===== config.mk =====
export PLATFORM = sky130hd
export DESIGN_NAME = usb_bus_reset_det
export DESIGN_NICKNAME = d
export VERILOG_FILES = /design/src/rtl/usb_bus_reset_det.sv
export SDC_FILE = /design/constraint.sdc
export NUM_CORES = 1
export LEC_CHECK = 0
export BUFFER_PORTS_ARGS = -buffer_cell sky130_fd_sc_hd__buf_4
export CORE_ASPECT_RATIO = 0.9
export CORE_MARGIN = 10
export CORE_UTILIZATION = 40
export CTS_BUF_LIST = sky130_fd_sc_hd__clkbuf_4 sky130_fd_sc_hd__clkbuf_8 sky130_fd_sc_hd__clkbuf_16
export DETAILED_ROUTE_END_ITERATION = 12
export GPL_TIMING_DRIVEN = 0
export PLACE_DENSITY_LB_ADDON = 0.08
export SETUP_SLACK_MARGIN = 0.05
export SLEW_MARGIN = 20
export SYNTH_ARGS = -nofsm -noshare
export SYNTH_HDL_FRONTEND = slang
export SYNTH_SLANG_ARGS = --single-unit

===== constraint.sdc =====
create_clock -name clk -period 2.66 [get_ports clk]
set_input_delay 0.665 -clock clk [delete_from_list [all_inputs] [get_ports clk]]
set_output_delay 0.665 -clock clk [all_outputs]
set_load 0.05 [all_outputs]

===== src/rtl/usb_bus_reset_det.sv =====
module usb_bus_reset_det #(
  parameter int CNT_W = 16
) (
  input  logic             clk,
  input  logic             rst_n,
  input  logic             enable,
  input  logic             route_irq,
  input  logic             dp,
  input  logic             dm,
  input  logic [CNT_W-1:0] threshold,
  input  logic             irq_clr,
  output logic             reset_req,
  output logic             irq_flag,
  output logic             reset_end
);

  logic [CNT_W-1:0] cnt;
  logic             active;
  logic             mode_irq;
  logic             se0;
  logic             reached;
  logic             hit;

  assign se0     = enable & ~dp & ~dm;
  assign reached = cnt >= threshold;
  assign hit     = se0 & ~active & reached;

  always_ff @(posedge clk or negedge rst_n) begin
    if (!rst_n) begin
      cnt <= '0;
    end else if (!se0) begin
      cnt <= '0;
    end else if (!reached) begin
      cnt <= cnt + 1'b1;
    end
  end

  always_ff @(posedge clk or negedge rst_n) begin
    if (!rst_n) begin
      active    <= 1'b0;
      mode_irq  <= 1'b0;
      irq_flag  <= 1'b0;
      reset_end <= 1'b0;
    end else begin
      active    <= se0 & (active | hit);
      reset_end <= enable & active & ~se0;
      if (hit) mode_irq <= route_irq;
      if (!enable)
        irq_flag <= 1'b0;
      else if (hit && route_irq)
        irq_flag <= 1'b1;
      else if (irq_clr)
        irq_flag <= 1'b0;
    end
  end

  assign reset_req = active & ~mode_irq;

endmodule



== Word-level counts from Yosys, hierarchy flattened ==
Cells that the tools add are included.

* Register bits after elaboration: 20
* Input port bits: 23

* $add $sub $neg: 1
* Order comparisons: 1
* Equality and inequality tests: 2
* Multiplexer cells: 5
* Bitwise gates (word level): 14
* Reduce and logical (&&, ||, !) cells: 1

{| class="wikitable"
|+ Operators with widths
! operator !! count
|-
| 2-to-1 mux 16 bit || 2
|-
| adder 16 x 1 -> 16 bit, second input constant || 1
|-
| >= comparator 16 bit || 1
|-
| bitwise AND 1 bit || 8
|-
| inverter 1 bit || 5
|-
| 2-to-1 mux 1 bit || 3
|-
| != test 3 x 1 -> 1 bit, second input constant || 1
|-
| != test 2 bit, second input constant || 1
|-
| logical AND 1 bit || 1
|-
| OR 1 bit || 1
|}

== Logic depth before layout (Yosys ltp) ==
Gate-level depths: netlist (run 1).

* Word-level depth: 8
* Mapped depth: 8
* Mapped depth without buffers: 7

== Worst setup path after synthesis (run 1) ==
OpenSTA, ideal clock, no wires.

* Path type: input to register
* Start point: input threshold[13]
* End point: register mode_irq
* Setup time: 0.125 ns
* Data arrival time: 2.425 ns
* Data required time: 2.535 ns
* Setup slack: 0.110 ns
* Stages on the path: 7
* Buffers on the path: 0
* Cell sequence: inv_1 > ha_1 > nand4_1 > or3_1 > or3_1 > a311o_1 > mux2_4

* Longest elaborated chain between the ends: 2

{| class="wikitable"
|+ RTL lines
! what !! RTL line !! source
|-
| from (decl) || 10 || <nowiki>input logic [CNT_W-1:0] threshold,</nowiki>
|-
| >= comparator 16 bit || 25 || <nowiki>assign reached = cnt >= threshold;</nowiki>
|-
| bitwise AND 1 bit || 26 || <nowiki>assign hit = se0 & ~active & reached;</nowiki>
|-
| to (signal assigned) || 47 || <nowiki>if (hit) mode_irq <= route_irq;</nowiki>
|-
| to (decl) || 19 || <nowiki>logic mode_irq;</nowiki>
|}

No other way between the ends.
A chain may end at the register's enable or synchronous reset.

== Final worst setup path (run 1) ==
Ends and elaborated chain as after synthesis.

==> results.toml, run 1 <==
[outcome]
outcome = "finished, final reports clean"

[place]
place_inst = 253
dp_hpwl_mm = 3.35
routabilityCongestion = 0.855
placed_cell_area_um2 = 1820
dpl_worst_slack_ns = -0.164
portBuffers = 25

[die]
start_util = 0.418
die_y_um = 79.5
die_width_um = 86.1
io_pins = 26
fp.coreArea_um2 = 3760
rows = 21
dieArea_um2 = 6840

[timing]
setup_violations = 0
finClkSkew_ns = 0.00313
min_period_ns = 2.54
setup_ws_ns = 0.121
drv_slew = 0
fmax_mhz = 394
rsz0062_at_grt = "yes"
relSlewSlack = 0.424
min_period_over_period = 0.955
worst_pin_slew_ns = 0.857
hold_viol = 0

[setup_path]
cp.arrival_ns = 2.69
slowest_delay_ns = 0.43
rrSetupSlack_ns = 0.19
critical_path_required_ns = 2.81
r2r_cells = 6
crit_cells = 8
worstSetupPathType = "input port to flop"
worstPathMaxFanout = 3
endpoint_kind = "flop"
worst_setup_path_start_kind = "input port"
path_cells = "buf_4 -> inv_1 -> ha_1 -> nand4_1 -> or3_4 -> or3_1 -> a311o_1 -> mux2_4"
cp_slowest_cell = "or3_4"
crit_family = "simple AND/OR/NAND/NOR gates"
r2r-end = "mode_irq"
regToRegStartpoint = "cnt[13]"
cp.buffers_inverters = 2

[drt]
vias = 1484
ant_nets = 0
wl_per_cell_um = 16.7
drt-vias-per-instance = 5.80
drc = 0
wirelength_mm = 4.27
drt_iter0_markers = 143
dr.pass1.iters = 4

[synthesis]
netlist_instances = 182
yosysWarnings = 0
avgSynthCellArea_um2 = 8.63
synth_top_area_share = 0.318
synth_seq_area_share = 0.318
synth.cell_area_um2 = 1570
synth-seq-cells = 20
ys_types = 40
synth_area_leaders = "dfrtp_1, ha_1, mux2i_1"
synth_area_leader_cell = "dfrtp_1"
async_flop_share = 1.00
synth-edff-count = 0
synth_ff_type = "dfrtp_1"
syn_nets = 222

[clock_network]
clk_latency_ns = 0.26
numCtsBuffers = 3
cts_num_sinks = 20
cts_post_setup_buffers_inserted = 0
htree_num_levels = 1
cts.path.max_buffers = 2
cts_tree = "built"
cts-root-buf = "clkbuf_8"
clk_pin_slew_ns = 0.07

[pwr]
seqPwrFrac = 0.527
switchingPower_uw = 138
power_uw = 579
power_frac_comb = 0.121
p_clk_frac = 0.351
p_int_uw = 441
p_leak_nw = 0.911
peakVddDrop_mv = 0.188
switching_share = 0.239
p_per_area_nw_per_um2 = 311

[global_route]
overflow = 0
grt_pass1_wl_mm = 7.07
grt_pass1_vias = 1483
grt.total_usage = 0.125
grt_antenna_before_repair = 0
grt_max_degree = 21

[cells_and_area]
drive_above_1_share = 0.162
mostFrequentLayoutCells = "buf_4, dfrtp_1, inv_1, ha_1, nand2_1"
stdcell_area_um2 = 1860
antennaDiodeCount = 0
final-instance-count-excl-fill = 256
layout_commonest_cell = "buf_4"
final_nets = 252
syn_to_final_growth_pct = 18.6

[worst_hold_path]
hold_path_class = "input port to async pin"

[run]
drv_cap = 0
==> worst max-delay path by stage <==
stage,slack (ns),start,to
floorplan,0.11,threshold[13],mode_irq
global placement,-0.15,threshold[13],mode_irq
detailed placement,-0.16,threshold[13],mode_irq
CTS,0.10,threshold[13],mode_irq
global route,0.009,threshold[13],cnt[6]
finish,0.12,threshold[13],mode_irq
==> sequential cells by signal (all words and copies together) (netlist names) <==
name,cells
mode_irq,1
reset_end,1
cnt,16
irq_flag,1
active,1
==> through the flow <==
stage / utilization / hold slack [ns] / setup TNS, ns
2_1_floorplan: - / 0.369 / 0
3_3_place_gp: 0.484 / 0.490 / -0.869
3_5_place_dp: 0.484 / 0.500 / -1.18
4_1_cts: 0.495 / 0.287 / 0
5_1_grt: 0.496 / 0.287 / 0
6_report: 0.496 / 0.275 / 0
==> timing repair <==
action / 4_1_cts / 5_1_grt
endpoints found under the setup margin: 0 / 9
hold buffers: 0 / 0
resized for setup: 0 / 2
==> logic make-up after synthesis <==
family,Yosys count,synth area share
buffers and inverters,24,0.0581
DFF,20,0.318
AOI/OAI and AO/OA,31,0.143
muxes,9,0.0613
and+or+nand+nor,81,0.284
adders and majority gates,17,0.135
==> routing by layer <==
metal | vias up | track usage | wire, um
li1 | 737 | - | -
met1 | 710 | 0.151 | 1940
met2 | 29 | 0.207 | 2020
met3 | 8 | 0.0367 | 258
met4 | 0 | 0.0444 | 57
met5 | - | 0 | 0
==> power groups by stage <==
stage	Clock [mW]	Sequential, mW	Combinational (mW)
4_1_cts	0.212	0.305	0.0713
6_report	0.204	0.306	0.0702
3_5_place_dp	0	0.312	0.0712
5_1_grt	0.224	0.306	0.0798
3_3_place_gp	0	0.311	0.0676
2_1_floorplan	0	0.311	0.0300
==> cells in the mapped netlist, types with 2 or more instances <==
master,instances
o21a_1,3
or3_1,4
and3_1,2
ha_1,17
clkbuf_1,5
or4_1,4
nand3_1,10
a211o_1,2
nand2_1,16
mux2i_1,7
nand2b_1,7
o21ai_0,3
nor2_1,9
nand3b_1,2
nor4_1,5
nand4_1,10
a21oi_1,8
nor3_1,3
o31ai_1,5
dfrtp_1,20
and2_1,3
and4_1,2
inv_1,18
==> final cells by class <==
cell class	count	area, um2
buffer	6	23.8
clock buffer	3	41.3
fill	371	1890
inverter	18	67.6
multi-input combinational	138	986
sequential	20	500
tap	46	57.6
timing repair buffer	25	188
==> worst register-to-register path: cells and delay by family (launching register included) <==
family                     cells  cell delay [ns]
adders and majority gates      1             0.32
muxes                          1             0.31
AOI/OAI and AO/OA              1             0.36
and+or+nand+nor                3             0.94
DFF                            1             0.42
Power figures use the tool's default switching activity.
==> run 2: changes to the inputs <==
--- a/config.mk
+++ b/config.mk
@@ -5,6 +5,7 @@
 export SDC_FILE = /design/constraint.sdc
 export NUM_CORES = 1
 export LEC_CHECK = 0
+export ABC_AREA = 1
 export BUFFER_PORTS_ARGS = -buffer_cell sky130_fd_sc_hd__buf_4
 export CORE_ASPECT_RATIO = 0.9
 export CORE_MARGIN = 10
==> run 2 against run 1 <==
Compared with the run above:
- synthesized cell count up 26%
- die area up 6.2%
- total power up 5.6%
- critical path depth up 3
- worst hold slack worse by 0.0023 ns
- combinational power down 5.1%
- fmax up 32%
- final area up 7.4%
- utilization down 0.78 points
- via count down 0.47%
- register-to-register slack better by 0.58 ns
==> results.toml, run 2 <==
[outcome]
outcome = "finished, final reports clean"

[clock_network]
cts_post_setup_buffers_inserted = 0
clk_latency_ns = 0.26
cts_num_sinks = 20
cts_resized = 0
cts_tree = "built"
numCtsBuffers = 3
clk_pin_slew_ns = 0.08
cts.path.max_buffers = 2
htree_num_levels = 1
hold_buffers = 0
cts-root-buf = "clkbuf_8"

[drt]
vias = 1477
wl_per_cell_um = 12.2
ant_nets = 0
dr.pass1.iters = 4
drt-vias-per-instance = 4.83
wirelength_mm = 3.73
drt_iter0_markers = 58
drc = 0

[synthesis]
async_flop_share = 1.00
avgSynthCellArea_um2 = 7.43
synth_ff_type = "dfrtp_1"
synth_seq_area_share = 0.294
synth_common_cells = "nand2_1, nor2_1, inv_1"
synth-seq-cells = 20
netlist_instances = 229
synth-edff-count = 0
synth_area_leader_cell = "dfrtp_1"
syn_nets = 269
synth.most_common_cell = "nand2_1"
synth_top_area_share = 0.294
synth.cell_area_um2 = 1700
ys_types = 28
synth_area_leaders = "dfrtp_1, nand2_1, ha_1"
yosysWarnings = 0

[die]
die_width_um = 88.7
die_y_um = 81.9
start_util = 0.415
dieArea_um2 = 7260
fp.coreArea_um2 = 4100
io_pins = 26
rows = 22

[setup_path]
critical_path_required_ns = 2.82
cp.buffers_inverters = 4
rrSetupSlack_ns = 0.77
cp_slowest_cell = "ha_1"
worst_setup_path_start_kind = "input port"
crit_family = "compound AO/OA/AOI/OAI gates"
path_cells = "buf_4 -> inv_1 -> ha_1 -> a21oi_1 -> o21ai_1 -> a21oi_4 -> nand2_4 -> buf_8 -> buf_12 -> nand3_2 -> nand2_1"
worstSetupPathType = "input port to flop"
endpoint_kind = "flop"
worstPathMaxFanout = 10
cp.arrival_ns = 2.08
slowest_delay_ns = 0.29

[cells_and_area]
final_nets = 299
nFillCells = 418
antennaDiodeCount = 0
drive_above_1_share = 0.209
utilization = 0.488
regMostFlops = "cnt"
mostFrequentLayoutCells = "nand2_1, nor2_1, inv_1, buf_4, dfrtp_1"
layout_commonest_cell = "nand2_1"
largest_register_ffs = 16
syn_to_final_growth_pct = 17.8

[timing]
relSlewSlack = 0.674
drv_slew = 0
worst_pin_slew_ns = 0.489
min_period_ns = 1.92
setup_violations = 0
fmax_mhz = 522
hold_viol = 0
min_period_over_period = 0.721
rsz0062_at_grt = "no"
setup_tns_ns = 0
finClkSkew_ns = 0.000836

[place]
dp_hpwl_mm = 2.96
routabilityCongestion = 0.823
portBuffers = 25

[worst_hold_path]
hold_path_class = "input port to async pin"

[global_route]
overflow = 0
grt.total_usage = 0.107
grt_antenna_before_repair = 0
grt_pass1_wl_mm = 6.30
grt_max_degree = 21
grt_pass1_vias = 1396

[pwr]
p_leak_nw = 1.04
p_per_area_nw_per_um2 = 306
peakVddDrop_mv = 0.291

[run]
drv_cap = 0
run 2: cell types whose count changed in the layout (fill, tap and decap cells not counted), sizes merged, moves of 7 or more:
cell / before / now
inv: 18 / 29
mux2i: 7 / 0
nand2: 16 / 64
nand2b: 7 / 0
nand3: 10 / 24
nor2: 9 / 33
xor2: 0 / 10
run 2: path summary, 6_finish.rpt:
kind                       cells after the start        to         start
setup reg to reg                               9   cnt[13]        cnt[9]
max in group asynchronous                      1    cnt[8]         rst_n
hold reg to reg                                2  mode_irq      mode_irq
min in group clk                               2  mode_irq      mode_irq
setup / recovery                              11   cnt[13]  threshold[9]
hold / removal                                 1    cnt[7]         rst_n
run 2: logic make-up after synthesis:
family,Yosys count,share of synthesized area
compound gates,14,0.0493
xor+xnor,13,0.0670
fa+ha+maj,17,0.125
buf+inv,35,0.0971
flops,20,0.294
simple gates,130,0.367
run 2: layer usage:
metal  routed length [um]  vias up  GRT usage
met5                    0        -          0
met4                   10        0     0.0161
met3                  196        2     0.0287
met2                 1670       23      0.165
met1                 1850      670      0.149
li1                     -      782          -
run 2: worst reg2reg max path, cell delays in order, from the launching register on:
cell     delay, ns
dfrtp_1       0.46
ha_1          0.32
a21oi_1       0.16
o21ai_1       0.12
a21oi_4       0.25
nand2_4       0.08
buf_8         0.14
buf_12        0.15
nand3_2       0.05
nand2_1       0.05
run 2: through the flow:
step	area (um2)	std cells	hold WS, ns	total power, mW	worst slack (ns)
after global routing	2000	306	0.283	0.641	0.640
after CTS	2000	306	0.279	0.621	0.742
after global placement	1950	302	0.462	0.379	0.455
after detailed placement	1950	302	0.462	0.379	0.457
final	2000	306	0.273	0.612	0.743
after floorplan	1700	229	0.369	0.341	0.713
run 2: layout make-up:
| class | instances | area, um2 | share of cell area |
|---|---|---|---|
| sequential | 20 | 500 | 0.250 |
| clock buffer | 4 | 55.1 | 0.0275 |
| multi-input combinational | 174 | 1030 | 0.517 |
| inverter | 29 | 109 | 0.0543 |
| tap | 48 | 60.1 | 0.0300 |
| timing repair buffer | 25 | 188 | 0.0937 |
| buffer | 6 | 56.3 | 0.0281 |
run 2: power breakdown:
group / leakage, nW / switching, mW / total, mW / internal [mW]
sequential: 0.279 / 0.00104 / 0.306 / 0.304
clock: 0.0288 / 0.108 / 0.240 / 0.132
combinational: 0.728 / 0.0344 / 0.0666 / 0.0321
